File: config.mk
export PLATFORM = sky130hd
export DESIGN_NAME = secGateTop
export DESIGN_NICKNAME = d
export VERILOG_FILES = /design/src/rtl/secGatePkg.sv /design/src/rtl/secGateCtrl.sv /design/src/rtl/secGateDp.sv /design/src/rtl/secGateTop.sv
export SDC_FILE = /design/constraint.sdc
export NUM_CORES = 1
export LEC_CHECK = 0
export BUFFER_PORTS_ARGS = -buffer_cell sky130_fd_sc_hd__buf_2
export CAP_MARGIN = 20
export CORE_MARGIN = 5
export CORE_UTILIZATION = 44
export CTS_CLUSTER_DIAMETER = 120
export DETAILED_ROUTE_END_ITERATION = 16
export PLACE_DENSITY = 0.91
export SLEW_MARGIN = 40
export SYNTH_ARGS = -nofsm -noshare
export SYNTH_HDL_FRONTEND = slang
export SYNTH_SLANG_ARGS = --single-unit
export TNS_END_PERCENT = 5
File: constraint.sdc
create_clock -name clk -period 1.9 [get_ports clk]
set_input_delay 0.38 -clock clk [delete_from_list [all_inputs] [get_ports clk]]
set_output_delay 0.38 -clock clk [all_outputs]
set_load 0.03 [all_outputs]
File: src/rtl/secGatePkg.sv
package secGatePkg;

  typedef enum logic [1:0] {
    ST_IDLE = 2'd0,
    ST_FWD  = 2'd1,
    ST_WAIT = 2'd2,
    ST_RSP  = 2'd3
  } gateState_t;

  typedef struct packed {
    logic loadReq;    // capture a forwarded request
    logic loadBlock;  // build a local response for a refused request
    logic loadDn;     // capture the downstream response
  } gateStrobe_t;

endpackage

File: src/rtl/secGateCtrl.sv
module secGateCtrl
  import secGatePkg::*;
(
  input  logic        clk,
  input  logic        rstN,
  input  logic        upValid,
  input  logic        cfgMasterNs,
  input  logic        attrSecure,
  input  logic        irqClr,
  input  logic        dnReady,
  input  logic        dnRspValid,
  output logic        upReady,
  output logic        dnValid,
  output logic        upRspValid,
  output logic        irq,
  output gateStrobe_t strobe
);

  gateState_t state, stateNext;
  logic accept;
  logic blockHit;

  always_comb begin
    accept   = upValid && (state == ST_IDLE);
    blockHit = cfgMasterNs && attrSecure;
    strobe.loadReq   = accept && !blockHit;
    strobe.loadBlock = accept && blockHit;
    strobe.loadDn    = (state == ST_WAIT) && dnRspValid;
  end

  always_comb begin
    stateNext = state;
    unique case (state)
      ST_IDLE: begin
        if (strobe.loadBlock)    stateNext = ST_RSP;
        else if (strobe.loadReq) stateNext = ST_FWD;
      end
      ST_FWD:  if (dnReady)      stateNext = ST_WAIT;
      ST_WAIT: if (dnRspValid)   stateNext = ST_RSP;
      ST_RSP:                    stateNext = ST_IDLE;
      default:                   stateNext = ST_IDLE;
    endcase
  end

  always_ff @(posedge clk) begin
    if (!rstN) state <= ST_IDLE;
    else       state <= stateNext;
  end

  // sticky flag: a new refusal takes priority over a clear
  always_ff @(posedge clk) begin
    if (!rstN)                 irq <= 1'b0;
    else if (strobe.loadBlock) irq <= 1'b1;
    else if (irqClr)           irq <= 1'b0;
  end

  assign upReady    = (state == ST_IDLE);
  assign dnValid    = (state == ST_FWD);
  assign upRspValid = (state == ST_RSP);

  AST_IRQ_SET: assert property (@(posedge clk) disable iff (!rstN)
    strobe.loadBlock |=> irq);
  AST_IRQ_HOLD: assert property (@(posedge clk) disable iff (!rstN)
    (irq && !irqClr) |=> irq);
  AST_IRQ_CLEAR: assert property (@(posedge clk) disable iff (!rstN)
    (irqClr && !strobe.loadBlock) |=> !irq);
  AST_SINGLE_OUT: assert property (@(posedge clk) disable iff (!rstN)
    (upValid && upReady) |=> !upReady);
  AST_BLOCK_LOCAL: assert property (@(posedge clk) disable iff (!rstN)
    strobe.loadBlock |=> (upRspValid && !dnValid));

endmodule

File: src/rtl/secGateDp.sv
module secGateDp
  import secGatePkg::*;
#(
  parameter int ADDR_W = 32,
  parameter int DATA_W = 32
) (
  input  logic              clk,
  input  logic              rstN,
  input  gateStrobe_t       strobe,
  input  logic [ADDR_W-1:0] upAddr,
  input  logic              upWrite,
  input  logic [DATA_W-1:0] upWdata,
  input  logic              cfgMasterNs,
  input  logic              cfgErrOnBlock,
  input  logic [DATA_W-1:0] dnRdata,
  input  logic              dnRspErr,
  output logic [ADDR_W-1:0] attrAddr,
  output logic [ADDR_W-1:0] dnAddr,
  output logic              dnWrite,
  output logic [DATA_W-1:0] dnWdata,
  output logic              dnNs,
  output logic [DATA_W-1:0] upRdata,
  output logic              upRspErr
);

  localparam logic [DATA_W-1:0] ZERO_DATA = '0;

  assign attrAddr = upAddr;

  // request hold registers, security attribute fixed at acceptance
  always_ff @(posedge clk) begin
    if (!rstN) begin
      dnAddr  <= '0;
      dnWrite <= 1'b0;
      dnWdata <= '0;
      dnNs    <= 1'b0;
    end else if (strobe.loadReq) begin
      dnAddr  <= upAddr;
      dnWrite <= upWrite;
      dnWdata <= upWdata;
      dnNs    <= cfgMasterNs;
    end
  end

  // response registers: local zero response or captured downstream reply
  always_ff @(posedge clk) begin
    if (!rstN) begin
      upRdata  <= ZERO_DATA;
      upRspErr <= 1'b0;
    end else if (strobe.loadBlock) begin
      upRdata  <= ZERO_DATA;
      upRspErr <= cfgErrOnBlock;
    end else if (strobe.loadDn) begin
      upRdata  <= dnRdata;
      upRspErr <= dnRspErr;
    end
  end

  AST_ZERO_DATA: assert property (@(posedge clk) disable iff (!rstN)
    strobe.loadBlock |=> (upRdata == ZERO_DATA));
  AST_PASS_RSP: assert property (@(posedge clk) disable iff (!rstN)
    strobe.loadDn |=> (upRdata == $past(dnRdata) && upRspErr == $past(dnRspErr)));
  AST_NS_CAPTURE: assert property (@(posedge clk) disable iff (!rstN)
    strobe.loadReq |=> (dnNs == $past(cfgMasterNs)));

endmodule

File: src/rtl/secGateTop.sv
module secGateTop
  import secGatePkg::*;
#(
  parameter int ADDR_W = 32,
  parameter int DATA_W = 32
) (
  input  logic              clk,
  input  logic              rstN,
  input  logic              cfgMasterNs,
  input  logic              cfgErrOnBlock,
  input  logic              irqClr,
  output logic              irq,
  input  logic              upValid,
  output logic              upReady,
  input  logic [ADDR_W-1:0] upAddr,
  input  logic              upWrite,
  input  logic [DATA_W-1:0] upWdata,
  output logic              upRspValid,
  output logic [DATA_W-1:0] upRdata,
  output logic              upRspErr,
  output logic [ADDR_W-1:0] attrAddr,
  input  logic              attrSecure,
  output logic              dnValid,
  input  logic              dnReady,
  output logic [ADDR_W-1:0] dnAddr,
  output logic              dnWrite,
  output logic [DATA_W-1:0] dnWdata,
  output logic              dnNs,
  input  logic              dnRspValid,
  input  logic [DATA_W-1:0] dnRdata,
  input  logic              dnRspErr
);

  gateStrobe_t strobe;

  secGateCtrl i_ctrl (
    .clk        (clk),
    .rstN       (rstN),
    .upValid    (upValid),
    .cfgMasterNs(cfgMasterNs),
    .attrSecure (attrSecure),
    .irqClr     (irqClr),
    .dnReady    (dnReady),
    .dnRspValid (dnRspValid),
    .upReady    (upReady),
    .dnValid    (dnValid),
    .upRspValid (upRspValid),
    .irq        (irq),
    .strobe     (strobe)
  );

  secGateDp #(.ADDR_W(ADDR_W), .DATA_W(DATA_W)) i_dp (
    .clk          (clk),
    .rstN         (rstN),
    .strobe       (strobe),
    .upAddr       (upAddr),
    .upWrite      (upWrite),
    .upWdata      (upWdata),
    .cfgMasterNs  (cfgMasterNs),
    .cfgErrOnBlock(cfgErrOnBlock),
    .dnRdata      (dnRdata),
    .dnRspErr     (dnRspErr),
    .attrAddr     (attrAddr),
    .dnAddr       (dnAddr),
    .dnWrite      (dnWrite),
    .dnWdata      (dnWdata),
    .dnNs         (dnNs),
    .upRdata      (upRdata),
    .upRspErr     (upRspErr)
  );

  AST_DN_STABLE: assert property (@(posedge clk) disable iff (!rstN)
    (dnValid && !dnReady) |=> (dnValid && $stable(dnAddr) && $stable(dnWdata) && $stable(dnNs)));

endmodule

==> impl_metrics.env <==
export IMPL_io_buffers=241
export IMPL_viasPerCell=5.005
export IMPL_worstPathMaxFanout=5
export IMPL_start_util_pct=44.79
export IMPL_hold_violations=0
export IMPL_whs_ps=255.3
export IMPL_routedWlPerCell_microns=14.57
export IMPL_synth_area_sq_mm=0.004338
export IMPL_outcome="finished, final reports clean"
export IMPL_maxSlewHeadroom_pct=68.31
export IMPL_worstPathRequired_ps=1520
export IMPL_synthArstFlopShare_pct=0
export IMPL_cts_resized=0
export IMPL_ir_drop_uv=519.5
export IMPL_die_h_microns=109.3
export IMPL_synth_seq_cells=102
export IMPL_critPathBufInv=2
export IMPL_wl_mm=12.10
export IMPL_io_pins=242
export IMPL_p_per_area_mw_per_mm2=1114
export IMPL_worst_slew_pin_transition_ps=473.7
export IMPL_die_w_microns=109.3
export IMPL_vias=4159
export IMPL_cts_made_buffers=9
export IMPL_hp_class="in2reg"
export IMPL_cts_tree="done"
export IMPL_fin_crit_sh_pct=91.21
export IMPL_synth_distinct_cells=30
export IMPL_grt_pass1_vias=4005
export IMPL_setup_viol=0
export IMPL_grt_pass1_wl_mm=18.72
export IMPL_grtUsageTotal_pct=19.52
export IMPL_clkTransAtPathRegs_ps=100
export IMPL_grt_overflow=0
export IMPL_clock_sink_count=102
export IMPL_crit_path_start_kind="flip-flop"
export IMPL_fin_crit_ps=1733
export IMPL_critPathArrivalTime_ps=1350
export IMPL_cts_root_buf="clkbuf_8"
export IMPL_grt_max_degree=48
export IMPL_seq_area_frac_synth_pct=47.07
export IMPL_fin_nets=805
export IMPL_p_leak_nw=2.562
export IMPL_synth_main_ff_cell="dfxtp_1"
export IMPL_postCtsSetupBuffers=0
export IMPL_clkLatencyLatePin_ps=350
export IMPL_antenna_cells=0
export IMPL_cpPeakStageDelay_ps=340
export IMPL_hold_buffers=0
export IMPL_drc=0
export IMPL_clockBufferDepth=2
export IMPL_cp_top_family="buffers and inverters"
export IMPL_slowest_stage="dfxtp_1"
export IMPL_drive_gt1_share_pct=39.54
export IMPL_yosys_warnings=0
export IMPL_clock_skew_ps=11.95
export IMPL_syn_area_per_cell_sq_um=8.607
export IMPL_synth_edf_count=0
export IMPL_h_tree_depth=3
export IMPL_gp_congestion=0.8165
export IMPL_dpl_hpwl_mm=9.130
export IMPL_synthesis_nets=616
export IMPL_cp_end_kind="output port"
export IMPL_slew_violations=0
export IMPL_rows=36
export IMPL_dieArea_sq_mm=0.01194
export IMPL_crit_type="reg2out"
export IMPL_first_pass_iters=4
export IMPL_cp_cell_sequence="inv_1 -> ha_1 -> buf_2"
export IMPL_netlist_instances=504
export IMPL_tns_ps=0
export IMPL_coreArea_sq_mm=0.009684
export IMPL_area_growth_pct=28.41
export IMPL_clock_fmax_ghz=0.5770
export IMPL_drt_iter0_markers=247
export IMPL_rsz0062_at_grt="false"
export IMPL_ant_nets=0
export IMPL_antenna_found_initial=0
export IMPL_maxCapViolCount=0
==> synthesized netlist by cell type (2+ instances only) <==
cell,count,area (sq um)
nand3_1,65,325.3
inv_1,2,7.510
a31oi_1,2,12.51
ha_1,5,62.56
nor2b_1,4,25.02
a21boi_1,65,488.0
buf_2,18,90.09
o21ai_0,26,130.1
a21oi_1,32,160.2
clkbuf_1,12,45.04
dfxtp_1,102,2042
buf_4,39,292.8
nand2_1,70,262.8
o21ai_1,40,200.2
buf_6,7,78.83
==> worst min-delay path, delay by kind of cell <==
family,cells,cell delay [ps]
buffers and inverters,1,100
AOI/OAI and AO/OA,1,50
and+or+nand+nor,1,40
==> logic make-up (layout without fill, tap and decap cells) <==
group                      count (synthesis)  count (layout)  synth area share (%)
AOI/OAI and AO/OA                        171             171                 24.26
and+or+nand+nor                          147             147                 15.29
DFF                                      102             102                 47.07
buffers and inverters                     79             273                 11.94
adders and majority gates                  5               5                 1.442
==> report_power, final <==
group          leakage, nW  internal [mW]  total (mW)  switching, mW
registers            0.831           2.45        2.59          0.143
logic                 1.64          0.748        2.35           1.60
clock network       0.0877          0.527        1.26          0.732
total                 2.56           3.73        6.21           2.48
==> placed cells by master, fill, tap and decap left out, drive strengths merged, types with 2 or more instances in the layout <==
cell type	count
clkinv	2
a21oi	32
ha	5
inv	3
o21ai	66
a21boi	66
clkbuf	11
nand2	70
clkinvlp	2
buf	255
a31oi	2
nand3	65
and2	3
nor2b	4
dfxtp	102
==> sequential cells by signal, summed over array words and instances (netlist names) <==
name / count
i_dp.dnWrite: 1
i_dp.dnWdata: 32
i_dp.dnNs: 1
i_dp.upRdata: 32
i_ctrl.irq: 1
i_ctrl.state: 2
i_dp.dnAddr: 32
i_dp.upRspErr: 1
==> final timing paths <==
kind | depth (start not counted) | endpoint | from | slack, ps
min | 3 | i_dp.upRdata[3]$_SDFFE_PP0P_ | dnRdata[3] | 260
max | 3 | upReady | i_ctrl.state[1]$_SDFFE_PN0P_ | 170
min reg2reg | 2 | i_dp.upRdata[22]$_SDFFE_PP0P_ | i_dp.upRdata[22]$_SDFFE_PP0P_ | 450
max reg2reg | 6 | i_dp.dnAddr[11]$_SDFFE_PN0P_ | i_ctrl.state[1]$_SDFFE_PN0P_ | 250
==> per-layer routing <==
layer | vias to the layer above | track usage, % | wire length [microns]
met4 | 0 | 6.144 | 248
met3 | 25 | 5.226 | 950
li1 | 2079 | - | -
met1 | 1889 | 23.46 | 4875
met2 | 166 | 33.99 | 6030
met5 | - | 0 | 0
==> layout make-up <==
| cell class | instances | area [sq um] |
|---|---|---|
| Clock buffer | 11 | 141.4 |
| Fill cell | 900 | 4114 |
| Multi-Input combinational cell | 323 | 1783 |
| Clock inverter | 5 | 43.79 |
| Inverter | 2 | 7.507 |
| Tap cell | 133 | 166.4 |
| Timing Repair Buffer | 255 | 1386 |
| Sequential cell | 102 | 2042 |
==> through the flow <==
stage / instances / worst slack [ps] / power [mW] / utilization (%) / cell area [sq um]
after floorplan: 504 / 274.1 / 4.351 / - / 4338
after global placement: 815 / 374.2 / 4.971 / 55.61 / 5385
after detailed placement: 815 / 259.2 / 5.018 / 55.61 / 5385
after CTS: 831 / 142.0 / 6.286 / 57.52 / 5570
after global routing: 831 / 80.74 / 6.586 / 57.52 / 5570
final: 831 / 167.0 / 6.206 / 57.52 / 5570
Note: power is estimated with default switching activity, not from simulation.
